## config.mk

```make
export PLATFORM = sky130hd
export DESIGN_NAME = pc_seq
export DESIGN_NICKNAME = d
export VERILOG_FILES = /design/src/rtl/pcs_pkg.sv /design/src/rtl/pcs_fsm.sv /design/src/rtl/pcs_retstack.sv /design/src/rtl/pcs_pcreg.sv /design/src/rtl/pc_seq.sv
export SDC_FILE = /design/constraint.sdc
export NUM_CORES = 1
export LEC_CHECK = 0
export ABC_CLOCK_PERIOD_IN_PS = 3100
export BUFFER_PORTS_ARGS = -buffer_cell sky130_fd_sc_hd__buf_2
export CAP_MARGIN = 30
export CELL_PAD_IN_SITES_DETAIL_PLACEMENT = 1
export CELL_PAD_IN_SITES_GLOBAL_PLACEMENT = 1
export CORE_ASPECT_RATIO = 0.7
export CORE_MARGIN = 4
export CORE_UTILIZATION = 30
export CTS_CLUSTER_SIZE = 28
export DETAILED_ROUTE_END_ITERATION = 8
export PLACE_DENSITY = 0.65
export SYNTH_ARGS = -nofsm -noshare
export SYNTH_HDL_FRONTEND = slang
export SYNTH_SLANG_ARGS = --single-unit
```

## constraint.sdc

```tcl
create_clock -name clk_i -period 3.1 [get_ports clk_i]
set_clock_uncertainty 0.15 [all_clocks]
set_input_delay 0.62 -clock clk_i [delete_from_list [all_inputs] [get_ports clk_i]]
set_output_delay 0.62 -clock clk_i [all_outputs]
set_load 0.03 [all_outputs]
```

## src/rtl/pcs_pkg.sv

```systemverilog
package pcs_pkg;

  localparam int SLOT_W = 2;

  typedef enum logic [1:0] {
    SRC_INC = 2'd0,
    SRC_JMP = 2'd1,
    SRC_RET = 2'd2
  } pc_src_e;

  typedef enum logic [3:0] {
    ST_IDLE = 4'd0,
    ST_W0   = 4'd1,  ST_W1  = 4'd2,  ST_W2  = 4'd3,  ST_W3  = 4'd4,
    ST_A0   = 4'd5,  ST_A1  = 4'd6,  ST_A2  = 4'd7,  ST_A3  = 4'd8,
    ST_B0   = 4'd9,  ST_B1  = 4'd10, ST_B2  = 4'd11, ST_B3  = 4'd12
  } seq_st_e;

  function automatic seq_st_e wait_st(input logic [SLOT_W-1:0] n);
    case (n)
      2'd0:    return ST_W0;
      2'd1:    return ST_W1;
      2'd2:    return ST_W2;
      default: return ST_W3;
    endcase
  endfunction

  function automatic seq_st_e a_st(input logic [SLOT_W-1:0] n);
    case (n)
      2'd0:    return ST_A0;
      2'd1:    return ST_A1;
      2'd2:    return ST_A2;
      default: return ST_A3;
    endcase
  endfunction

  function automatic seq_st_e b_st(input logic [SLOT_W-1:0] n);
    case (n)
      2'd0:    return ST_B0;
      2'd1:    return ST_B1;
      2'd2:    return ST_B2;
      default: return ST_B3;
    endcase
  endfunction

  function automatic logic [SLOT_W-1:0] st_slots(input seq_st_e s);
    case (s)
      ST_W1, ST_A1, ST_B1: return 2'd1;
      ST_W2, ST_A2, ST_B2: return 2'd2;
      ST_W3, ST_A3, ST_B3: return 2'd3;
      default:             return 2'd0;
    endcase
  endfunction

  function automatic logic is_wait(input seq_st_e s);
    return (s == ST_W0) || (s == ST_W1) || (s == ST_W2) || (s == ST_W3);
  endfunction

endpackage

```

## src/rtl/pcs_fsm.sv

```systemverilog
module pcs_fsm
  import pcs_pkg::*;
(
  input  logic              clk_i,
  input  logic              rst_i,
  input  logic              jmp_i,
  input  logic              call_i,
  input  logic              ret_i,
  input  logic [SLOT_W-1:0] slots_i,
  input  logic              take_i,
  output logic              cap_o,
  output logic              nop_o,
  output pc_src_e           src_o,
  output logic              push_o,
  output logic              pop_o,
  output logic [SLOT_W-1:0] slots_o
);

  seq_st_e st_q, st_d;
  logic    ret_q, call_q;
  logic    accept, eff_take;
  logic [SLOT_W-1:0] n;

  assign accept   = (st_q == ST_IDLE) && (jmp_i || ret_i);
  assign n        = st_slots(st_q);
  assign eff_take = ret_q || take_i;
  assign cap_o    = accept;
  assign slots_o  = n;

  always_ff @(posedge clk_i) begin
    if (rst_i) begin
      st_q   <= ST_IDLE;
      ret_q  <= 1'b0;
      call_q <= 1'b0;
    end else begin
      st_q <= st_d;
      if (accept) begin
        ret_q  <= ret_i;
        call_q <= call_i && !ret_i;
      end
    end
  end

  always_comb begin
    st_d   = st_q;
    nop_o  = 1'b0;
    src_o  = SRC_INC;
    push_o = 1'b0;
    pop_o  = 1'b0;
    case (st_q)
      ST_IDLE: begin
        if (accept) st_d = wait_st(slots_i);
      end
      ST_W0, ST_W1, ST_W2, ST_W3: begin
        if (eff_take) begin
          src_o  = ret_q ? SRC_RET : SRC_JMP;
          pop_o  = ret_q;
          push_o = call_q;
          nop_o  = (n == 2'd0);
          st_d   = a_st(n);
        end else begin
          st_d = ST_IDLE;
        end
      end
      ST_A0, ST_A1, ST_A2, ST_A3: begin
        nop_o = (n < 2'd2);
        st_d  = b_st(n);
      end
      ST_B0, ST_B1, ST_B2, ST_B3: begin
        nop_o = (n < 2'd3);
        st_d  = ST_IDLE;
      end
      default: st_d = ST_IDLE;
    endcase
  end


  nop_idle_chk: assert property (@(posedge clk_i) disable iff (rst_i)
    (st_q == ST_IDLE) |-> !nop_o);


  busy_ignore_chk: assert property (@(posedge clk_i) disable iff (rst_i)
    ((st_q != ST_IDLE) && (jmp_i || ret_i)) |=> !is_wait(st_q));


  decide_chk: assert property (@(posedge clk_i) disable iff (rst_i)
    (is_wait(st_q) && !ret_q && !take_i) |=> (st_q == ST_IDLE));


  walk_chk: assert property (@(posedge clk_i) disable iff (rst_i)
    (is_wait(st_q) && eff_take) |=> ($past(n) == st_slots(st_q)) && (st_q != ST_IDLE));

endmodule

```

## src/rtl/pcs_retstack.sv

```systemverilog
module pcs_retstack #(
  parameter int DEPTH = 4,
  parameter int W     = 8
) (
  input  logic         clk_i,
  input  logic         rst_i,
  input  logic         push_i,
  input  logic         pop_i,
  input  logic [W-1:0] data_i,
  output logic [W-1:0] top_o
);

  localparam int PW = $clog2(DEPTH + 1);
  localparam int IW = (DEPTH > 1) ? $clog2(DEPTH) : 1;

  logic [W-1:0]  mem [DEPTH];
  logic [PW-1:0] sp_q;
  logic [IW-1:0] wr_idx, rd_idx;
  logic          full, empty;

  assign full   = (sp_q == PW'(DEPTH));
  assign empty  = (sp_q == '0);
  assign wr_idx = IW'(sp_q);
  assign rd_idx = IW'(sp_q - 1'b1);

  always_ff @(posedge clk_i) begin
    if (push_i && !full) mem[wr_idx] <= data_i;
  end

  always_ff @(posedge clk_i) begin
    if (rst_i) sp_q <= '0;
    else if (pop_i && !empty) sp_q <= sp_q - 1'b1;
    else if (push_i && !full) sp_q <= sp_q + 1'b1;
  end

  assign top_o = empty ? '0 : mem[rd_idx];


  sp_range_chk: assert property (@(posedge clk_i) disable iff (rst_i)
    sp_q <= PW'(DEPTH));


  push_grow_chk: assert property (@(posedge clk_i) disable iff (rst_i)
    (push_i && !pop_i && !full) |=> (sp_q == $past(sp_q) + 1'b1) && (top_o == $past(data_i)));

endmodule

```

## src/rtl/pcs_pcreg.sv

```systemverilog
module pcs_pcreg
  import pcs_pkg::*;
#(
  parameter int          AW       = 8,
  parameter logic [AW-1:0] RESET_PC = '0
) (
  input  logic          clk_i,
  input  logic          rst_i,
  input  logic          cap_i,
  input  logic [AW-1:0] tgt_i,
  input  pc_src_e       src_i,
  input  logic [AW-1:0] stk_i,
  output logic [AW-1:0] pc_o
);

  logic [AW-1:0] pc_q, tgt_q, pc_d;

  always_ff @(posedge clk_i) begin
    if (rst_i) tgt_q <= '0;
    else if (cap_i) tgt_q <= tgt_i;
  end

  always_comb begin
    case (src_i)
      SRC_JMP: pc_d = tgt_q;
      SRC_RET: pc_d = stk_i;
      default: pc_d = pc_q + 1'b1;
    endcase
  end

  always_ff @(posedge clk_i) begin
    if (rst_i) pc_q <= RESET_PC;
    else       pc_q <= pc_d;
  end

  assign pc_o = pc_q;


  rst_pc_chk: assert property (@(posedge clk_i)
    rst_i |=> (pc_q == RESET_PC));


  inc_chk: assert property (@(posedge clk_i) disable iff (rst_i)
    (src_i == SRC_INC) |=> (pc_q == $past(pc_q) + 1'b1));


  jmp_tgt_chk: assert property (@(posedge clk_i) disable iff (rst_i)
    (cap_i && src_i == SRC_INC) |=> (tgt_q == $past(tgt_i)));

endmodule

```

## src/rtl/pc_seq.sv

```systemverilog
module pc_seq
  import pcs_pkg::*;
#(
  parameter int            AW        = 8,
  parameter int            STK_DEPTH = 4,
  parameter logic [AW-1:0] RESET_PC  = '0
) (
  input  logic          clk_i,
  input  logic          rst_i,
  input  logic          jmp_i,
  input  logic          call_i,
  input  logic          ret_i,
  input  logic [1:0]    slots_i,
  input  logic          take_i,
  input  logic [AW-1:0] tgt_i,
  output logic [AW-1:0] pc_o,
  output logic          nop_o,
  output logic [1:0]    pc_sel_o
);

  localparam logic [AW-1:0] BACK_OFS = AW'(2);

  pc_src_e           src;
  logic              cap, push, pop;
  logic [SLOT_W-1:0] cur_slots;
  logic [AW-1:0]     stk_top, ret_addr, pc;

  pcs_fsm i_fsm (
    .clk_i   (clk_i),
    .rst_i   (rst_i),
    .jmp_i   (jmp_i),
    .call_i  (call_i),
    .ret_i   (ret_i),
    .slots_i (slots_i),
    .take_i  (take_i),
    .cap_o   (cap),
    .nop_o   (nop_o),
    .src_o   (src),
    .push_o  (push),
    .pop_o   (pop),
    .slots_o (cur_slots)
  );

  // The call sits in P3 while the PC already points three past it.
  assign ret_addr = pc + AW'(cur_slots) - BACK_OFS;

  pcs_retstack #(.DEPTH(STK_DEPTH), .W(AW)) i_stack (
    .clk_i  (clk_i),
    .rst_i  (rst_i),
    .push_i (push),
    .pop_i  (pop),
    .data_i (ret_addr),
    .top_o  (stk_top)
  );

  pcs_pcreg #(.AW(AW), .RESET_PC(RESET_PC)) i_pcreg (
    .clk_i (clk_i),
    .rst_i (rst_i),
    .cap_i (cap),
    .tgt_i (tgt_i),
    .src_i (src),
    .stk_i (stk_top),
    .pc_o  (pc)
  );

  assign pc_o     = pc;
  assign pc_sel_o = src;


  ret_target_chk: assert property (@(posedge clk_i) disable iff (rst_i)
    (pop && push == 1'b0) |=> (pc_o == $past(stk_top)));

endmodule

```

After elaboration in Yosys (flattened, before gate mapping)
Memories as Yosys holds them, arrays and structs flattened. A register that Yosys moved wholly into a read port is not among the register bits.
Index checks and enable logic that the tools add are counted.
Cells by class
  mux-type cells: 23
  add/subtract/negate cells: 5
  eq/ne operators: 20
  reduce and logical (&&, ||, !) cells: 17
  order comparisons: 2
Operators with widths (count)
  one-hot mux 4 bit (3 select lines): 2
  equality test 4 bit, second input constant: 5
  one-hot mux 3 bit (3 select lines): 2
  equality test 4 x 3 -> 1 bit, second input constant: 4
  2-to-1 mux 4 bit: 4
  one-hot mux 8 bit (2 select lines): 1
  OR reduction 4 bit: 3
  adder 8 x 1 -> 8 bit, second input constant: 1
  adder 8 x 2 -> 8 bit: 1
  equality test 4 x 2 -> 1 bit, second input constant: 2
  2-to-1 mux 8 bit: 1
  subtractor 8 x 2 -> 8 bit, second input constant: 1
  2-to-1 mux 1 bit: 7
  equality test 2 x 1 -> 1 bit, second input constant: 3
  equality test 2 bit, second input constant: 3
  2-to-1 mux 2 bit: 3
  2-to-1 mux 3 bit: 2
  equality test 4 x 1 -> 1 bit, second input constant: 1
  logical AND 1 bit: 4
  logical NOT 2 bit: 2
  logical NOT 4 bit: 1
  < comparator 2 bit, second input constant: 2
  adder 3 x 1 -> 3 bit, second input constant: 1
  equality test 3 bit, second input constant: 1
  7 further kinds: 10
Storage, ports and cells
  flip-flop bits (word level): 25
  bits in read-only memories: 32
  word-level logic and storage cells: 75
  memories kept: 2
  RAM bits: 32
Memories
  (name not given): words 16, width 2, rd ports 1, clocked after memory_dff 1, write ports 0, RTL line pcs_pkg.sv:46  | case (s)
  i_stack.mem: words 4, width 8, rd ports 1, clocked after memory_dff 0, write ports 1, RTL line pcs_retstack.sv:16  | logic [W-1:0] mem [DEPTH];

Logic depth before layout (Yosys ltp)
  depth in word-level cells: 6
  depth in mapped cells: 11
  depth with buffers taken out: 11

Hierarchy
From an unflattened synthesis, not the netlist that was laid out.
Unflattened totals
  cells, all modules: 301
  area total of the unflattened synthesis: 3367.0 sq um
Modules (own cells, without submodules)
  pcs_retstack: cells each 79, times used 1, area each 1470.2 sq um
  pcs_fsm: cells each 103, times used 1, area each 829.5 sq um
  pcs_pcreg: cells each 76, times used 1, area each 737.0 sq um
  pc_seq: cells each 43, times used 1, area each 330.3 sq um

Worst setup path before layout
No wires, ideal clock.
  path kind: register to register
  from: register i_pcreg.pc_q[1], in the netlist i_pcreg.pc_o[1]
  to: memory i_stack.mem[0][7] (data pin)
  arrival: 2.188 ns
  stages on the path, launching flop included: 12
  data required time: 2.670 ns
  library setup time: 0.280 ns
  setup slack: 0.482 ns
  buffers on the path: 0
  clock period less this slack: 2.618 ns
  cell sequence: dfxtp_1 inv_1 ha_1 inv_1 ha_1 inv_1 fa_1 nor2b_1 o21ai_0 a21boi_0 or4_1 nand3_1
Between the ends
  word-level cells in the longest chain between the ends: 2
Ends and longest elaborated chain
  start, declared: RTL line pcs_pcreg.sv:16  | logic [AW-1:0] pc_q, tgt_q, pc_d;
  start signal, assigned: RTL line pcs_pcreg.sv:33  | else pc_q <= pc_d;
  adder 8 x 2 -> 8 bit: RTL line pc_seq.sv:45  | assign ret_addr = pc + AW'(cur_slots) - BACK_OFS;
  subtractor 8 x 2 -> 8 bit: RTL line pc_seq.sv:45
  net i_stack.data_i[7]: RTL line pcs_retstack.sv:9  | input logic [W-1:0] data_i,
  end, declared: RTL line pcs_retstack.sv:16
The timed path passes the listed nets, and every way through them passes these cells.

Worst setup path after layout
  from: register i_fsm.st_q[2]
  to: output nop_o
Between the ends
  word-level cells in the longest chain between the ends: 3
  elaborated cells on any way between the ends: 16
Ends and longest elaborated chain
  start, declared: RTL line pcs_fsm.sv:19  | seq_st_e st_q, st_d;
  start signal, assigned: RTL line pcs_fsm.sv:36  | st_q <= st_d;
  equality test 4 bit (tied with other cells): RTL line pcs_fsm.sv:50  | case (st_q)
  OR reduction 4 bit: RTL line pcs_fsm.sv:50
  one-hot mux 1 bit (3 select lines) (*): RTL line pcs_fsm.sv:50
  end, declared: RTL line pc_seq.sv:17  | output logic nop_o,
Mark *: on every way between the ends. The rest lies on a longest branch, timed or not.

==> impl_metrics.tcl <==
set metrics [dict create \
    max_freq_mhz 354 \
    grt_pass1_wl_mm 13.2 \
    netlist_area_um2 3280 \
    row_count 31 \
    synth_enable_flop_cells 32 \
    synth_area_per_cell_um2 11.2 \
    tightest_slew_ns 0.546 \
    critPathMaxFanout 6 \
    place_area_um2 3600 \
    setup_tns_ns 0 \
    syn_inst 293 \
    synth-async-reset-ratio_pct 0 \
    clock-sinks 59 \
    synthesis.nets 339 \
    drv_cap 0 \
    cellPowerDensity_nw_per_um2 1020 \
    num_io_pins 27 \
    vias 2372 \
    cts_resized 0 \
    switchingPower_mw 1.55 \
    grt.total_usage_pct 13.6 \
    slew_headroom_pct 63.3 \
    post-route-min-period_ns 2.82 \
    setup_violations 0 \
    synthDistinctLibCells 54 \
    htreeDepth 3 \
    vias_per_cell 4.97 \
    grt_pass1_vias 2403 \
    synth_seq_cells 59 \
    grt_overflow 0 \
    final_area_um2 3920 \
    worstPathArrival_ns 2.05 \
    firstDrtPassIters 4 \
    clk_path_buf_depth 2 \
    core_area_um2 10500 \
    cts_tree "yes" \
    layout.cells.non_filler 477 \
    route.detailed.wl_per_inst_um 17.1 \
    vdd_ir_drop_max_uv 349 \
    wirelength_mm 8.16 \
    fp.dieArea_um2 12700 \
    nFillCells 1166 \
    criticalPathCategory "flop to output port" \
    combPwrFrac_pct 42.6 \
    p_int_mw 2.45 \
    final_cell_mix "32 x edfxtp_1, 29 x ha_1, 27 x dfxtp_1" \
    worstSetupStartpointType "flop" \
    cts-hold-fix-buffers 0 \
    rsz0062_at_grt "no" \
    start_util_pct 31.2 \
    finalCritPeriodShare_pct 91.0 \
    post-route-drc-count 0 \
    path_clk_slew_ns 0.05 \
    clkPwrFrac_pct 26.3 \
    layout_commonest_cell "edfxtp_1" \
    cp.required_ns 2.33 \
    gp_congestion 0.819 \
    finalHoldViolations 0 \
    clock-root-buffer "clkbuf_16" \
    cts_made_buffers 9 \
    ant_nets 0 \
    drt_iter0_drc 147 \
    final_util_pct 37.3 \
    seqPwrFrac_pct 31.1 \
    timing.hold.ws_ns 0.378 \
    grt_max_degree 24 \
    die_x_um 133 \
    yosysSeqAreaShare_pct 45.7 \
    die_height_um 95.5 \
    synthFlopType "edfxtp_1" \
    p_leak_nw 1.56 \
    dp_hpwl_mm 6.10 \
    slew_violations 0 \
    switching_share_pct 38.8 \
    clk_latency_ns 0.33 \
    hold_path_class "flop to flop" \
    nNetsFinal 370 \
    syn_to_final_growth_pct 19.3 \
    post_cts.repair.setup_buffers 0 \
    cp-end-kind "output port" \
    dp.cells 461 \
    antenna_found_initial 0 \
    yosysWarnings 0 \
    outcome "complete, no violations" \
    n_antenna_cell 0 \
    drive_gt1_share_pct 20.1 \
    port_buffers 26 \
]
logic make-up after synthesis:
family / count (synthesis) / share of synthesized area (%)
DFF: 59 / 45.7
and+or+nand+nor: 70 / 11.3
buffers and inverters: 39 / 4.65
AOI/OAI and AO/OA: 65 / 14.8
xor gates and xnor gates: 11 / 2.93
adders and majority gates: 30 / 11.7
muxes: 19 / 8.92
layout make-up:
class	count	area (µm²)	area share (%)
Inverter	25	93.8	2.40
Multi-Input combinational cell	195	1630	41.6
Clock inverter	6	88.8	2.27
Clock buffer	10	229	5.84
Tap cell	148	185	4.73
Sequential cell	59	1500	38.3
Timing Repair Buffer	34	190	4.85
power by group through the flow:
stage,logic (mW),registers [mW],clock network (mW)
after floorplan,1.21,1.26,0
after global routing,1.90,1.26,1.12
final,1.70,1.24,1.05
after global placement,1.63,1.25,0
after CTS,1.71,1.24,1.08
after detailed placement,1.69,1.26,0
cell usage after synthesis, drive strengths merged, types with 6 or more instances:
library cell | n | area share (%)
o21ai | 6 | 0.91
nor2 | 23 | 2.9
clkbuf | 9 | 1.0
o211ai | 6 | 1.4
a221oi | 8 | 2.1
nand3 | 10 | 1.7
edfxtp | 32 | 29
xnor2 | 9 | 2.4
mux4 | 8 | 5.5
dfxtp | 27 | 16
inv | 25 | 2.9
mux2i | 9 | 2.7
a21oi | 10 | 1.5
nand2 | 8 | 0.91
a211oi | 9 | 2.1
ha | 29 | 11
sequential cells by signal (all words and copies together), names as in the netlist:
signal and flops:
i_fsm.st_q 4, i_fsm.call_q 1, i_stack.mem 32, i_fsm.slots_o 2, i_pcreg.tgt_q 8, i_pcreg.pc_o 8, i_fsm.ret_q 1, i_stack.sp_q 3
through the flow:
| step | setup WS, ns | total power [mW] |
|---|---|---|
| after floorplan | 0.482 | 2.47 |
| after detailed placement | 0.394 | 2.95 |
| after global placement | 0.519 | 2.88 |
| final | 0.278 | 4.00 |
| after global routing | 0.0355 | 4.28 |
| after CTS | 0.237 | 4.04 |
final timing paths:
check | from | end | slack [ns] | depth (start not counted)
min reg2reg | i_pcreg.tgt_q[7] | i_pcreg.tgt_q[7] | 0.38 | 2
max reg2reg | i_fsm.slots_o[1] | i_stack.mem[1][7] | 0.37 | 11
max | i_fsm.st_q[2] | nop_o | 0.28 | 5
min | i_pcreg.tgt_q[7] | i_pcreg.tgt_q[7] | 0.38 | 2
layer usage:
metal  global-route usage (%)  share of wire, %  up-vias
li1                         -                 -     1142
met1                     19.7                51     1169
met2                     20.1                42       49
met3                     3.16               5.3       12
met4                     4.24               1.5        0
met5                        0                 0        -
worst max-delay path, stage by stage (launching register included):
cell      delay, ns
dfxtp_1        0.34
or3b_4         0.40
a21oi_1        0.44
nand3_1        0.13
o211ai_1       0.16
buf_2          0.25
Power figures use the tool's default switching activity.
